## src/rtl/scl_div_pkg.sv

```systemverilog
// Package: shared constants and types for the SCL divider block.
// Assumes phase counts never exceed 7, which the normalisation guarantees.
package scl_div_pkg;
    localparam int unsigned CNT_W       = 4;
    localparam int unsigned NORM_W      = 5;
    localparam int unsigned NORM_LIMIT  = 16;
    localparam int unsigned WORD_W      = 32;
    localparam logic [WORD_W-1:0] TIMING_BASE = 32'h7770_0300;
    localparam int unsigned HIGH_LSB    = 16;
    localparam int unsigned LOW_LSB     = 12;
    localparam int unsigned FC_W        = 9;
    localparam int unsigned FC_HS_BIT   = 6;
    localparam int unsigned FC_MDRV_BIT = 7;
    localparam int unsigned FC_SDRV_BIT = 8;

    typedef struct packed {
        logic [CNT_W-1:0] high;
        logic [CNT_W-1:0] low;
    } phase_cnt_t;
endpackage

```

## src/rtl/scl_phase_split.sv

```systemverilog
// Module: scl_phase_split
// Splits a working ratio below 16 plus a round-up flag into SCL low and
// high counts. Purely combinational. Assumes the ratio is 2..15 and that
// the round-up adds at most 1, so the normalised value is 2..16.
module scl_phase_split
    import scl_div_pkg::*;
(
    input  logic [3:0]        work_i,
    input  logic              sticky_i,
    output logic [NORM_W-1:0] norm_o,
    output phase_cnt_t        cnt_o
);
    logic [NORM_W-1:0] low_w;
    logic [NORM_W-1:0] high_w;

    // Round up, then derive the asymmetric low/high split.
    always_comb begin
        norm_o  = {1'b0, work_i} + NORM_W'(sticky_i);
        low_w   = (norm_o >> 1) - NORM_W'(1);
        high_w  = norm_o - low_w - NORM_W'(2);
        cnt_o.low  = low_w[CNT_W-1:0];
        cnt_o.high = high_w[CNT_W-1:0];
    end
endmodule

```

## src/rtl/scl_ratio_norm.sv

```systemverilog
// Module: scl_ratio_norm
// Sequential normaliser: clamps the ratio to at least 2, halves it once
// per clock while it is 16 or more, counts the halvings as the exponent
// and records any dropped 1 bits. It registers the split counts on the
// cycle that finds the ratio below 16. Starts are ignored while busy.
module scl_ratio_norm
    import scl_div_pkg::*;
#(
    parameter int unsigned RATIO_W = 16,
    parameter int unsigned EXP_W   = 4
) (
    input  logic               clk,
    input  logic               rst_n,
    input  logic               start_i,
    input  logic [RATIO_W-1:0] ratio_i,
    input  logic               fast_i,
    output logic               busy_o,
    output logic               done_o,
    output logic [EXP_W-1:0]   exp_o,
    output phase_cnt_t         cnt_o,
    output logic               fast_o
);
    logic               busy_q;
    logic               done_q;
    logic [RATIO_W-1:0] work_q;
    logic               sticky_q;
    logic [EXP_W-1:0]   wexp_q;
    logic               fast_w_q;
    logic [EXP_W-1:0]   exp_q;
    phase_cnt_t         cnt_q;
    logic               fast_q;
    logic               need_shift;
    logic [NORM_W-1:0]  norm_w;
    phase_cnt_t         split_w;

    assign need_shift = (work_q >= RATIO_W'(NORM_LIMIT));

    scl_phase_split u_split (
        .work_i   (work_q[3:0]),
        .sticky_i (sticky_q),
        .norm_o   (norm_w),
        .cnt_o    (split_w)
    );

    // Control and datapath of the halving loop plus result capture.
    always_ff @(posedge clk) begin
        if (!rst_n) begin
            busy_q   <= 1'b0;
            done_q   <= 1'b0;
            work_q   <= '0;
            sticky_q <= 1'b0;
            wexp_q   <= '0;
            fast_w_q <= 1'b0;
            exp_q    <= '0;
            cnt_q    <= '0;
            fast_q   <= 1'b0;
        end else begin
            done_q <= 1'b0;
            if (!busy_q) begin
                if (start_i) begin
                    busy_q   <= 1'b1;
                    work_q   <= (ratio_i < RATIO_W'(2)) ? RATIO_W'(2) : ratio_i;
                    sticky_q <= 1'b0;
                    wexp_q   <= '0;
                    fast_w_q <= fast_i;
                end
            end else if (need_shift) begin
                work_q   <= work_q >> 1;
                sticky_q <= sticky_q | work_q[0];
                wexp_q   <= wexp_q + EXP_W'(1);
            end else begin
                busy_q <= 1'b0;
                done_q <= 1'b1;
                exp_q  <= wexp_q;
                cnt_q  <= split_w;
                fast_q <= fast_w_q;
            end
        end
    end

    assign busy_o = busy_q;
    assign done_o = done_q;
    assign exp_o  = exp_q;
    assign cnt_o  = cnt_q;
    assign fast_o = fast_q;

    // completion is a single-cycle pulse.
    a_r6_done_single: assert property (@(posedge clk) disable iff (!rst_n)
        done_q |=> !done_q);
    // completion and busy never overlap.
    a_r6_done_not_busy: assert property (@(posedge clk) disable iff (!rst_n)
        done_q |-> !busy_q);
    // the working ratio never drops below the clamp value.
    a_r1_min_two: assert property (@(posedge clk) disable iff (!rst_n)
        busy_q |-> (work_q >= RATIO_W'(2)));
    // each busy cycle with a large ratio halves it and stays busy.
    a_r2_halving: assert property (@(posedge clk) disable iff (!rst_n)
        (busy_q && need_shift) |=> (busy_q && work_q == ($past(work_q) >> 1)));
    // captured counts add up to the normalised ratio minus two.
    a_r4_split_sum: assert property (@(posedge clk) disable iff (!rst_n)
        done_q |-> (int'(cnt_q.low) + int'(cnt_q.high) + 2 == int'($past(norm_w))));
    // low count is half the normalised ratio minus one.
    a_r4_low_half: assert property (@(posedge clk) disable iff (!rst_n)
        done_q |-> (int'(cnt_q.low) == int'($past(norm_w)) / 2 - 1));
endmodule

```

## src/rtl/scl_word_pack.sv

```systemverilog
// Module: scl_word_pack
// Packs exponent and phase counts onto the fixed timing base and forms the
// speed-mode function-control bits. Combinational; assumes the counts fit
// their fields.
module scl_word_pack
    import scl_div_pkg::*;
#(
    parameter int unsigned EXP_W = 4
) (
    input  logic [EXP_W-1:0]  exp_i,
    input  phase_cnt_t        cnt_i,
    input  logic              fast_i,
    output logic [WORD_W-1:0] word_o,
    output logic [FC_W-1:0]   func_o
);
    // Overlay the fields on the base word.
    always_comb begin
        word_o = TIMING_BASE
               | (WORD_W'(cnt_i.high) << HIGH_LSB)
               | (WORD_W'(cnt_i.low)  << LOW_LSB)
               | WORD_W'(exp_i);
    end

    // Speed-mode bits follow the latched fast-rate flag.
    always_comb begin
        func_o              = '0;
        func_o[FC_HS_BIT]   = fast_i;
        func_o[FC_MDRV_BIT] = fast_i;
        func_o[FC_SDRV_BIT] = fast_i;
    end
endmodule

```

## src/rtl/scl_wave_gen.sv

```systemverilog
// Module: scl_wave_gen
// Generates SCL from the stored fields: a prescaler ticks every
// 2^exp clocks, and a phase counter toggles SCL after low+1 or high+1
// ticks. SCL idles high; counting starts one cycle after enable is seen.
module scl_wave_gen
    import scl_div_pkg::*;
#(
    parameter int unsigned EXP_W = 4
) (
    input  logic             clk,
    input  logic             rst_n,
    input  logic             en_i,
    input  logic [EXP_W-1:0] exp_i,
    input  phase_cnt_t       cnt_i,
    output logic             scl_o
);
    localparam int unsigned PRESC_W = (1 << EXP_W) - 1;

    logic               active_q;
    logic               scl_q;
    logic [PRESC_W-1:0] presc_q;
    logic [CNT_W-1:0]   phase_q;
    logic [PRESC_W-1:0] mask_w;
    logic               tick;
    logic [CNT_W-1:0]   limit_w;

    // Prescaler terminal value: exp_i ones.
    always_comb begin
        mask_w = '0;
        for (int i = 0; i < int'(PRESC_W); i++) begin
            if (i < int'(exp_i)) mask_w[i] = 1'b1;
        end
    end

    assign tick    = (presc_q >= mask_w);
    assign limit_w = scl_q ? cnt_i.high : cnt_i.low;

    // Register the enable so counting starts a cycle after it is seen.
    always_ff @(posedge clk) begin
        if (!rst_n) active_q <= 1'b0;
        else        active_q <= en_i;
    end

    // Prescaler and phase counter driving the SCL level.
    always_ff @(posedge clk) begin
        if (!rst_n || !active_q) begin
            presc_q <= '0;
            phase_q <= '0;
            scl_q   <= 1'b0;
        end else if (tick) begin
            presc_q <= '0;
            if (phase_q >= limit_w) begin
                phase_q <= '0;
                scl_q   <= ~scl_q;
            end else begin
                phase_q <= phase_q + CNT_W'(1);
            end
        end else begin
            presc_q <= presc_q + PRESC_W'(1);
        end
    end

    assign scl_o = active_q ? scl_q : 1'b1;

    // the running level only changes on a prescaler tick.
    a_r10_toggle_on_tick: assert property (@(posedge clk) disable iff (!rst_n)
        (active_q && $past(active_q) && !$stable(scl_q)) |-> $past(tick));
    // a fresh enable always begins with the low phase.
    a_r9_start_low: assert property (@(posedge clk) disable iff (!rst_n)
        (active_q && !$past(active_q)) |-> !scl_o);
endmodule

```

## src/rtl/scl_divider_top.sv

```systemverilog
// Module: scl_divider_top
// Top of the SCL divider: normaliser, phase split, word packing and the
// SCL generator. Assumes ratio and bus rate stay stable only in the
// cycle start_i is sampled; the results are held until the next run.
module scl_divider_top
    import scl_div_pkg::*;
#(
    parameter int unsigned RATIO_W  = 16,
    parameter int unsigned KHZ_W    = 16,
    parameter int unsigned FAST_KHZ = 400
) (
    input  logic               clk,
    input  logic               rst_n,
    input  logic               start_i,
    input  logic [RATIO_W-1:0] ratio_i,
    input  logic [KHZ_W-1:0]   bus_khz_i,
    input  logic               gen_en_i,
    output logic               busy_o,
    output logic               done_o,
    output logic [31:0]        timing_word_o,
    output logic [8:0]         func_ctrl_o,
    output logic               scl_o
);
    localparam int unsigned EXP_W = $clog2(RATIO_W);

    logic             fast_req;
    logic             fast_lat;
    logic [EXP_W-1:0] exp_w;
    phase_cnt_t       cnt_w;

    assign fast_req = (bus_khz_i > KHZ_W'(FAST_KHZ));

    scl_ratio_norm #(.RATIO_W(RATIO_W), .EXP_W(EXP_W)) u_norm (
        .clk     (clk),
        .rst_n   (rst_n),
        .start_i (start_i),
        .ratio_i (ratio_i),
        .fast_i  (fast_req),
        .busy_o  (busy_o),
        .done_o  (done_o),
        .exp_o   (exp_w),
        .cnt_o   (cnt_w),
        .fast_o  (fast_lat)
    );

    scl_word_pack #(.EXP_W(EXP_W)) u_pack (
        .exp_i  (exp_w),
        .cnt_i  (cnt_w),
        .fast_i (fast_lat),
        .word_o (timing_word_o),
        .func_o (func_ctrl_o)
    );

    scl_wave_gen #(.EXP_W(EXP_W)) u_gen (
        .clk   (clk),
        .rst_n (rst_n),
        .en_i  (gen_en_i),
        .exp_i (exp_w),
        .cnt_i (cnt_w),
        .scl_o (scl_o)
    );
endmodule

```

## config.mk

```make
export PLATFORM = sky130hd
export DESIGN_NAME = scl_divider_top
export DESIGN_NICKNAME = d
export VERILOG_FILES = /design/src/rtl/scl_div_pkg.sv /design/src/rtl/scl_phase_split.sv /design/src/rtl/scl_ratio_norm.sv /design/src/rtl/scl_word_pack.sv /design/src/rtl/scl_wave_gen.sv /design/src/rtl/scl_divider_top.sv
export SDC_FILE = /design/constraint.sdc
export NUM_CORES = 1
export LEC_CHECK = 0
export ABC_CLOCK_PERIOD_IN_PS = 5750
export CAP_MARGIN = 25
export CORE_MARGIN = 1.5
export CORE_UTILIZATION = 57
export DETAILED_ROUTE_END_ITERATION = 10
export DONT_BUFFER_PORTS = 1
export PLACE_DENSITY_LB_ADDON = 0.25
export SLEW_MARGIN = 20
export SYNTH_ARGS = -nofsm -noshare
export SYNTH_HDL_FRONTEND = slang
export SYNTH_SLANG_ARGS = --single-unit
```

## constraint.sdc

```tcl
create_clock -name clk -period 5.75 [get_ports clk]
set_input_delay 1.15 -clock clk [delete_from_list [all_inputs] [get_ports clk]]
set_output_delay 1.15 -clock clk [all_outputs]
set_load 0.01 [all_outputs]
```

==> summary.txt, run 1 <==
Run status
  • Status: finished clean

Synthesis
  • Syn_area_per_cell: 8.573 sq um
  • Synth Area in Simple Gates: 18.09%
  • Compound-Gate Fraction of Synth Area: 15.86%
  • Ys Warns: 0
  • Yosys cell types: 55
  • Synth Cell Area: 3472 sq um
  • Post-synth top flop: dfxtp_1
  • #FFs+latches synth: 58
  • Syn Inst Count: 405
  • Multiplexer area fraction after synthesis: 4.937%
  • Ys async rst share: 0%
  • Post-Synth XOR/XNOR Area: 5.297%
  • Seq/Total Area, Yosys: 33.44%
  • Post-synth EDFFs: 0
  • Post-synthesis adder-cell area fraction: 11.53%
  • Main combinational cell family by area after synthesis: simple AND/OR/NAND/NOR gates

Global routing
  • GRT Overall Usage: 22.60%
  • Largest net degree at the start of global routing: 30
  • First-pass GRT wire length: 11140 um
  • Initial antenna violation count: 0
  • Vias in the first global route: 2445
  • Global route overflow: 0

Route
  • Final wirelength: 6764 um
  • Number of vias per cell: 5.634
  • First DRT Iteration DRCs: 97
  • Initial DRT Pass Iterations: 4
  • Remaining antenna violation count: 0
  • Routed len/inst: 14.21 um
  • DR DRC count: 0
  • Detailed-route via count: 2682

Critical path
  • Minimum setup slack among reg-to-reg paths: 2830 ps
  • Worst EP required: 5970 ps
  • FF-to-FF path depth: 7
  • Critical path startpoint category: flop
  • Reg-to-Reg Start: u_norm.exp_o[3]$_SDFFE_PN0P_
  • Critical path type: reg2reg
  • Crit-path max FO: 17
  • FF-to-FF End: u_gen.phase_q[3]$_SDFFE_PP0P_
  • CP Capture Type: flop
  • WP data arrival: 3150 ps

Timing
  • Slew Viols, Final: 0
  • Setup TNS: 0 ps
  • Tcrit/Tclk final: 50.80%
  • Final WS setup: 2829 ps
  • RSZ-0062 raised after global routing: no
  • Achievable Freq: 0.3423 GHz
  • Slew HR: 48.56%
  • Fin Clk Skew: 12.33 ps
  • Worst-margin pin slew: 766.9 ps
  • Minimum clock period: 2921 ps
  • Hold Vio Cnt, Final: 0
  • Setup Viol. Count Final: 0

Layout
  • Area of the multi-input gates: 2032 sq um
  • Post-route insts no fill: 476
  • Antenna cells: 0
  • Most common cell after layout, fill and taps aside: dfxtp_1
  • FF+latch area: 1161 sq um
  • Syn-to-layout area delta: 5.189%
  • Share of layout cells above drive strength 1: 5.486%
  • Most frequent cells in the layout: 58 x dfxtp_1, 45 x nor2_1, 32 x ha_1
  • Filler Cells Inserted: 521
  • Nets: 464

Die
  • Die area: 6568 sq um
  • Row cnt: 28
  • Initial core utilization: 58.99%
  • Die W: 81.05 um
  • Io pins: 80
  • Chip Height: 81.05 um
  • Total core area: 5886 sq um

CTS
  • Clock Latency Late Sink: 340 ps
  • H-tree depth: 3
  • Num Clock Sinks: 58
  • Clock Tree Buf Depth: 2
  • Post-CTS Setup Bufs: 0
  • Clock-pin slew on the worst setup and hold paths: 60 ps
  • CTS root buf: clkbuf_8
  • Cts hold-fix bufs: 0
  • CTS tree: yes
  • CTS Buf Count: 9
  • # resized after CTS: 0

Placement
  • Gp weighted congestion: 0.7911
  • HPWL after detailed placement: 5001 um
  • Pre-CTS WS: 2928 ps
  • Placed Cells incl. Taps: 460
  • PortBufs: 0

Worst hold path
  • Worst min-delay path class: reg2reg
  • Hold depth: 2
  • Hold endpoint: u_norm.fast_o$_SDFFE_PN0P_
  • Min-delay src: u_norm.fast_w_q$_SDFFE_PN0P_

Flow run
  • Max-Cap Viols: 0

Power
  • Peak VDD IR: 0.1995 mV
  • Pwr dens: 289.5 nW/um^2
  • P_leak: 1.390 nW
==> synthesized netlist by cell type, drive strengths merged, types with 4 or more instances <==
cell type | number | area [sq um]
xor2 | 11 | 96.34
nand4 | 6 | 37.54
xnor2 | 10 | 87.58
ha | 32 | 400.4
buf | 36 | 270.3
mux2i | 16 | 160.2
a211oi | 20 | 150.1
nand3 | 19 | 95.09
nor2b | 4 | 25.02
o21ai | 9 | 45.04
inv | 14 | 52.55
nor3 | 6 | 30.03
nor2 | 47 | 181.4
a21oi | 23 | 115.1
dfxtp | 58 | 1161
clkbuf | 11 | 42.54
nor4 | 7 | 43.79
nand2 | 26 | 97.59
==> sequential cells by signal, indices dropped and copies added, names as in the netlist <==
signal and cells:
u_norm.done_o 1, u_norm.cnt_o 8, u_gen.presc_q 15, u_norm.busy_o 1, u_norm.fast_w_q 1, u_gen.scl_q 1, u_norm.wexp_q 4, u_gen.active_q 1
u_gen.phase_q 4, u_norm.fast_o 1, u_norm.sticky_q 1, u_norm.work_q 16, u_norm.exp_o 4
==> report_power, final <==
| group | total, mW | internal [mW] | switching [mW] | leakage (nW) |
|---|---|---|---|---|
| combinational | 0.116 | 0.0495 | 0.0669 | 0.784 |
| clock | 0.505 | 0.343 | 0.162 | 0.134 |
| sequential | 0.435 | 0.419 | 0.0167 | 0.472 |
==> kinds of logic (layout without fill, tap and decap cells) <==
| logic type | after synthesis | in the layout |
|---|---|---|
| xor+xnor | 21 | 21 |
| buf+inv | 62 | 34 |
| fa+ha+maj | 32 | 32 |
| compound gates | 81 | 81 |
| simple gates | 132 | 132 |
| other cells | 2 | 26 |
| mux | 17 | 17 |
| flops | 58 | 58 |
==> how the worst max path moves through the flow <==
stage / to / slack (ps) / startpoint
floorplan: u_gen.presc_q[9]$_SDFF_PP0_ / 3040 / u_norm.exp_o[3]$_SDFFE_PN0P_
global placement: u_gen.phase_q[3]$_SDFFE_PP0P_ / 2990 / u_norm.exp_o[3]$_SDFFE_PN0P_
detailed placement: u_gen.phase_q[3]$_SDFFE_PP0P_ / 2930 / u_norm.exp_o[3]$_SDFFE_PN0P_
CTS: u_gen.phase_q[3]$_SDFFE_PP0P_ / 2920 / u_norm.exp_o[3]$_SDFFE_PN0P_
global route: u_gen.phase_q[3]$_SDFFE_PP0P_ / 2600 / u_norm.exp_o[3]$_SDFFE_PN0P_
finish: u_gen.phase_q[3]$_SDFFE_PP0P_ / 2830 / u_norm.exp_o[3]$_SDFFE_PN0P_
==> final cells by class <==
type	instances	area share [%]
Timing Repair Buffer	3	1.165
Tap cell	75	2.569
Multi-Input combinational cell	309	55.64
Clock inverter	5	3.426
Sequential cell	58	31.79
Clock buffer	11	3.871
Inverter	15	1.542
==> routing by layer <==
metal	vias up	wire length, um	global-route usage (%)
li1	1370	-	-
met1	1226	3191	29.02
met2	75	3096	35.50
met3	11	364	5.393
met4	0	112	10.86
met5	-	0	0
==> worst max-delay path, stage by stage (launching register included) <==
cell	delay, ps
dfxtp_1	660
o21ai_0	190
ha_1	330
a21o_1	170
a221o_1	340
a211oi_1	680
a21boi_0	270
o2bb2ai_1	180
==> metrics by stage <==
| step | power [mW] | hold slack (ps) | utilization, % | instance area (sq um) |
|---|---|---|---|---|
| 3_3_place_gp | 0.5551 | 444.4 | 57.06 | 3358 |
| 2_1_floorplan | 0.5531 | 428.7 | - | 3562 |
| 5_1_grt | 1.108 | 486.6 | 62.05 | 3652 |
| 3_5_place_dp | 0.5607 | 449.5 | 57.53 | 3386 |
| 6_report | 1.057 | 454.4 | 62.05 | 3652 |
| 4_1_cts | 1.067 | 458.3 | 62.05 | 3652 |
Power figures use the tool's default switching activity.
==> run 2, diff against run 1 <==
Settings changed: ABC_CLOCK_PERIOD_IN_PS 5750 to 2400.
Clock period 5.75 ns to 2.4 ns, I/O delays scaled along.
==> run 2 against run 1 <==
  * Clock skew down 1.7 ps
  * Via count is 4.2% higher
  * Die area unchanged
  * Non-clock buffer count up 28
  * Register-to-register slack got worse by 2800 ps
  * Final area is 8.5% higher
  * Sequential share of layout area fell by 2.2 points
  * Worst setup slack got worse by 2800 ps
  * Cell count grew 5.9%
  * Worst hold slack lost 190 ps
  * Critical path type unchanged
==> summary.txt, run 2 (same netlist as run 1, synthesis figures left out) <==
Run status
  • Status: finished clean

Layout
  • Share of layout cells above drive strength 1: 18.88%
  • Max reg flops: 16
  • Syn-to-layout area delta: 14.16%
  • Final instance area: 3964 sq um
  • Most common cell after layout, fill and taps aside: dfxtp_1
  • Top reg by flops: u_norm.work_q
  • Nets: 492
  • Filler Cells Inserted: 497
  • Most frequent cells in the layout: 51 x dfxtp_1, 37 x nor2_1, 28 x ha_1, 28 x buf_4
  • Antenna cells: 0

Die
  • Die W: 81.05 um
  • Total core area: 5886 sq um
  • Io pins: 80
  • Die area: 6568 sq um
  • Chip Height: 81.05 um
  • Initial core utilization: 58.99%
  • Row cnt: 28

Placement
  • Gp weighted congestion: 0.8183
  • PortBufs: 0
  • Post-DP Area: 3593 sq um
  • HPWL after detailed placement: 5067 um
  • Pre-CTS WS: -75.60 ps

Power
  • Peak VDD IR: 0.4059 mV
  • Pwr dens: 573.9 nW/um^2
  • Comb pwr share: 14.1%
  • P_leak: 1.507 nW
  • Cell Int Power: 1.657 mW
  • NetSw: 618.4 uW
  • Switching share of power: 27.18%
  • Clock Power Share: 39.9%
  • Sequential power share: 46.0%

Timing
  • Slew HR: 54.80%
  • RSZ-0062 raised after global routing: yes
  • Slew Viols, Final: 0
  • Worst-margin pin slew: 670.9 ps
  • Tcrit/Tclk final: 99.49%
  • Fin Clk Skew: 10.67 ps
  • Final WS setup: 12.24 ps
  • Setup Viol. Count Final: 0
  • Achievable Freq: 0.4188 GHz
  • Hold Vio Cnt, Final: 0
  • Minimum clock period: 2388 ps

Global routing
  • Global route overflow: 0
  • First-pass GRT wire length: 10760 um
  • Initial antenna violation count: 0
  • Largest net degree at the start of global routing: 36
  • Vias in the first global route: 2465
  • GRT Overall Usage: 21.56%

Route
  • DR DRC count: 0
  • Routed len/inst: 13.69 um
  • Final wirelength: 6900 um
  • Detailed-route via count: 2794
  • Highest Signal Layer: met4
  • Metal3 WL: 370 um
  • First DRT Iteration DRCs: 73
  • Remaining antenna violation count: 0
  • Number of vias per cell: 5.544
  • Met2 wire len: 3319 um
  • Initial DRT Pass Iterations: 4
  • M1 WL: 3116 um

Worst hold path
  • Worst min-delay path class: in2reg
  • Hold endpoint: u_norm.wexp_q[3]$_SDFFE_PN0P_
  • Min-delay src: rst_n
  • Hold depth: 1

CTS
  • Clock-pin slew on the worst setup and hold paths: 70 ps
  • CTS Buf Count: 9
  • Clock Latency Late Sink: 330 ps
  • Num Clock Sinks: 58
  • Clock Tree Buf Depth: 2
  • H-tree depth: 3
  • CTS root buf: clkbuf_8
  • CTS tree: yes
  • Cts hold-fix bufs: 0

Critical path
  • Critical Path Source: u_norm.exp_o[1]$_SDFFE_PN0P_
  • Minimum setup slack among reg-to-reg paths: 10 ps
  • Critical path startpoint category: flop
  • Worst EP required: 2670 ps
  • Critical path type: reg2reg
  • Crit-path max FO: 9
  • FF-to-FF End: u_gen.presc_q[4]$_SDFF_PP0_
  • WP data arrival: 2660 ps
  • CP Capture Type: flop
  • Reg-to-Reg Start: u_norm.exp_o[1]$_SDFFE_PN0P_
  • FF-to-FF path depth: 9

Flow run
  • Max-Cap Viols: 0
==> run 2: changes by cell type in the layout (fill, tap and decap cells not counted), moves of 3 or more <==
cell        previous run  this run
nor2_4                 0         4
o21ai_0                9         6
nor2_1                45        37
dfxtp_2                0         5
ha_4                   0         3
nor2_2                 2         6
dfxtp_1               58        51
ha_1                  32        28
bufinv_16              4         1
buf_4                  2        28
clkinvlp_4             0         3
==> run 2: repair_timing <==
action / CTS / global route
endpoints found under the setup margin: 16 / 18
gates resized for setup: 10 / 27
buffers inserted: 0 / 2
pin swaps: 4 / 7
==> run 2: how the worst max path moves through the flow <==
stage	end	depth (start not counted)
2_1_floorplan	u_gen.phase_q[2]$_SDFFE_PP0P_	9
3_3_place_gp	u_norm.cnt_o[7]$_SDFFE_PN0P_	11
3_5_place_dp	u_norm.cnt_o[7]$_SDFFE_PN0P_	11
4_1_cts	u_gen.presc_q[10]$_SDFF_PP0_	9
5_1_grt	u_gen.presc_q[5]$_SDFF_PP0_	9
6_report	u_gen.presc_q[4]$_SDFF_PP0_	9
==> run 2: layer usage <==
layer  track usage, %  vias to the layer above
met1            26.07                     1290
met4            6.207                        0
met2            37.17                       74
met5                0                        -
met3            6.067                       11
li1                 -                     1419
==> run 2: metrics by stage <==
stage / std cells / setup TNS, ps / hold WS [ps] / total power [mW] / util, %
6_report: 504 / 0 / 269.2 / 2.275 / 67.35
5_1_grt: 504 / -1140 / 256.7 / 2.387 / 67.35
3_3_place_gp: 486 / 0 / 441.0 / 1.355 / 61.05
3_5_place_dp: 486 / -240.6 / 445.6 / 1.366 / 61.05
2_1_floorplan: 429 / -124.2 / 428.7 / 1.327 / -
4_1_cts: 502 / 0 / 259.2 / 2.276 / 65.41
==> run 2: layout make-up <==
type	count	area, sq um	share of cell area [%]
tap	75	93.84	2.367
sequential	58	1175	29.64
clock inverter	6	66.31	1.673
timing repair buffer	31	256.5	6.471
multi-input combinational	309	2178	54.96
inverter	15	56.30	1.420
clock buffer	10	137.6	3.472
==> run 2: power groups by stage <==
stage	combinational [mW]	clock, mW	sequential, mW
3_5_place_dp	0.299	0	1.07
4_1_cts	0.308	0.924	1.04
5_1_grt	0.359	0.975	1.05
6_report	0.320	0.908	1.05
2_1_floorplan	0.276	0	1.05
3_3_place_gp	0.290	0	1.06
==> run 2: critical path: stages (launching register included) <==
cell	delay (ps)
dfxtp_4	360
or2_4	240
o21ai_2	120
ha_1	250
a21o_1	160
a221o_1	310
a211o_1	280
or3_4	350
buf_6	160
nor2_1	110
==> run 3, diff against run 2 <==
Settings changed: PLACE_DENSITY_LB_ADDON 0.25 to 0.08.
==> run 3 against run 2 <==
  * Cell count rose by 1.4%
  * Wire length is 7.6% higher
  * Sequential cell count unchanged
  * Critical endpoint unchanged
  * Largest power group is now the clock network
  * Critical path depth did not move
  * Sequential share of layout area shrank 0.91 points
  * The run now ends with negative setup slack left
  * Register-to-register slack worse by 60 ps
  * Maximum frequency is 2.3% lower
  * Utilization rose by 2.0 points
  * Combinational power rose by 7.8%
  * Clock skew fell by 2.3 ps
  * Total power up 8.1%
==> summary.txt, run 3 (same netlist as run 1, synthesis figures left out) <==
CTS
  • H-tree depth: 3
  • Clock Latency Late Sink: 340 ps
  • CTS tree: yes
  • CTS Buf Count: 9
  • Num Clock Sinks: 58
  • Clock Tree Buf Depth: 2
  • Cts hold-fix bufs: 0
  • CTS root buf: clkbuf_8
  • Clock-pin slew on the worst setup and hold paths: 70 ps

Critical path
  • Max stage delay on crit path: 360 ps
  • Crit-path max FO: 7
  • Minimum setup slack among reg-to-reg paths: -50 ps
  • Crit path max-delay family: compound AO/OA/AOI/OAI gates
  • WP data arrival: 2730 ps
  • Worst-path cell chain: or2_4 -> o21ai_2 -> ha_1 -> a21o_1 -> a221o_1 -> a211o_1 -> or3_4 -> buf_6 -> nor2_1
  • Slowest cell on crit path: or3_4
  • CP Capture Type: flop
  • Critical Path Source: u_norm.exp_o[0]$_SDFFE_PN0P_
  • Worst EP required: 2680 ps
  • FF-to-FF End: u_gen.presc_q[4]$_SDFF_PP0_
  • Critical path type: reg2reg
  • Reg-to-Reg Start: u_norm.exp_o[0]$_SDFFE_PN0P_
  • Worst Path Buf+Inv: 1
  • Critical path startpoint category: flop
  • FF-to-FF path depth: 9
  • Levels on crit path: 9

Power
  • P_leak: 1.578 nW
  • Pwr dens: 602.7 nW/um^2
  • Total Power: 2.459 mW
  • Peak VDD IR: 0.4982 mV

Layout
  • Nets: 499
  • Area of the multi-input gates: 2207 sq um
  • Antenna cells: 0
  • FF+latch area: 1172 sq um
  • Filler Cells Inserted: 490
  • Most common cell after layout, fill and taps aside: dfxtp_1
  • Post-route insts no fill: 511
  • Syn-to-layout area delta: 17.51%
  • Share of layout cells above drive strength 1: 20.87%
  • Max reg flops: 16
  • Top reg by flops: u_norm.work_q
  • Most frequent cells in the layout: 51 x dfxtp_1, 40 x nor2_1, 34 x buf_4

Die
  • Io pins: 80
  • Row cnt: 28
  • Initial core utilization: 58.99%
  • Chip Height: 81.05 um
  • Die area: 6568 sq um
  • Die W: 81.05 um
  • Total core area: 5886 sq um

Timing
  • Setup Viol. Count Final: 15
  • Slew HR: 35.90%
  • Slew Viols, Final: 0
  • Hold WS: 268.6 ps
  • Hold Vio Cnt, Final: 0
  • Tcrit/Tclk final: 101.9%
  • Minimum clock period: 2445 ps
  • Final WS setup: -45.20 ps
  • Worst-margin pin slew: 957.9 ps
  • Achievable Freq: 0.4090 GHz
  • Fin Clk Skew: 8.424 ps
  • RSZ-0062 raised after global routing: yes

Global routing
  • Largest net degree at the start of global routing: 20
  • Initial antenna violation count: 0
  • First-pass GRT wire length: 11550 um
  • Vias in the first global route: 2564
  • Global route overflow: 0
  • GRT Overall Usage: 22.79%

Route
  • Routed len/inst: 14.53 um
  • Final wirelength: 7425 um
  • DR DRC count: 0
  • Detailed-route via count: 2860
  • First DRT Iteration DRCs: 126
  • Remaining antenna violation count: 0
  • Number of vias per cell: 5.597
  • Initial DRT Pass Iterations: 4

Placement
  • Placed Cells incl. Taps: 487
  • HPWL after detailed placement: 5274 um
  • PortBufs: 0
  • Gp weighted congestion: 0.8458

Worst hold path
  • Min-delay src: rst_n
  • Hold endpoint: u_norm.wexp_q[3]$_SDFFE_PN0P_
  • Hold depth: 1
  • Worst min-delay path class: in2reg

Run status
  • Failing checks: negative setup slack
  • Status: finished, violations left

Flow run
  • Max-Cap Viols: 0
[run 3: changes by cell type in the layout (fill, tap and decap cells not counted), sizes merged]
| cell | previous run | this run |
|---|---|---|
| bufinv | 1 | 2 |
| buf | 31 | 38 |
| clkinv | 3 | 2 |
| clkbuf | 10 | 12 |
| clkinvlp | 3 | 1 |
[run 3: power by group]
group          switching, mW  total [mW]  internal (mW)
sequential            0.0451        1.05           1.00
combinational          0.182       0.345          0.163
clock                  0.398        1.07          0.668
total                  0.625        2.46           1.83
[run 3: metal layers]
layer  global-route usage, %  vias to the layer above  routed length [um]  part of all wire [%]
met3                   8.764                        5                 429                   5.8
met2                   37.17                       79                3567                    48
met5                       0                        -                   0                     0
met1                   28.52                     1337                3375                    45
met4                   5.000                        0                  53                  0.71
li1                        -                     1439                   -                     -
[run 3: timing repair]
action / CTS / global route
cloned: 1 / 0
pin swaps: 4 / 11
setup endpoints to repair: 14 / 21
setup buffers: 1 / 7
gates resized for setup: 10 / 31
[run 3: worst max path at each step]
stage                                               end
final                       u_gen.presc_q[4]$_SDFF_PP0_
after detailed placement   u_norm.cnt_o[7]$_SDFFE_PN0P_
after global routing        u_gen.presc_q[6]$_SDFF_PP0_
after floorplan           u_gen.phase_q[2]$_SDFFE_PP0P_
after global placement     u_norm.cnt_o[7]$_SDFFE_PN0P_
after CTS                  u_gen.presc_q[12]$_SDFF_PP0_
[run 3: worst register-to-register path, delay by kind of cell (launching register included)]
kind | cells | cell delay (ps)
compound gates | 4 | 920
simple gates | 3 | 720
flops | 1 | 330
fa+ha+maj | 1 | 260
buf+inv | 1 | 160
[run 3: final cells by class]
class,instances,area share (%)
multi-input cells,309,54.09
flip-flops and latches,58,28.73
repair buffers,38,7.666
clock buffers,12,4.048
well taps,75,2.300
clock inverters,4,1.779
inverters,15,1.380
[run 3: per-stage QoR]
step | worst slack (ps) | utilization (%) | instance area [sq um] | setup TNS [ps]
global route | -125.3 | 69.32 | 4080 | -1537
floorplan | -15.40 | - | 3605 | -124.2
detailed placement | -138.8 | 61.18 | 3601 | -146.1
global placement | 13.75 | 61.18 | 3601 | 0
CTS | -5.872 | 66.22 | 3897 | -28.05
finish | -45.20 | 69.32 | 4080 | -478.6
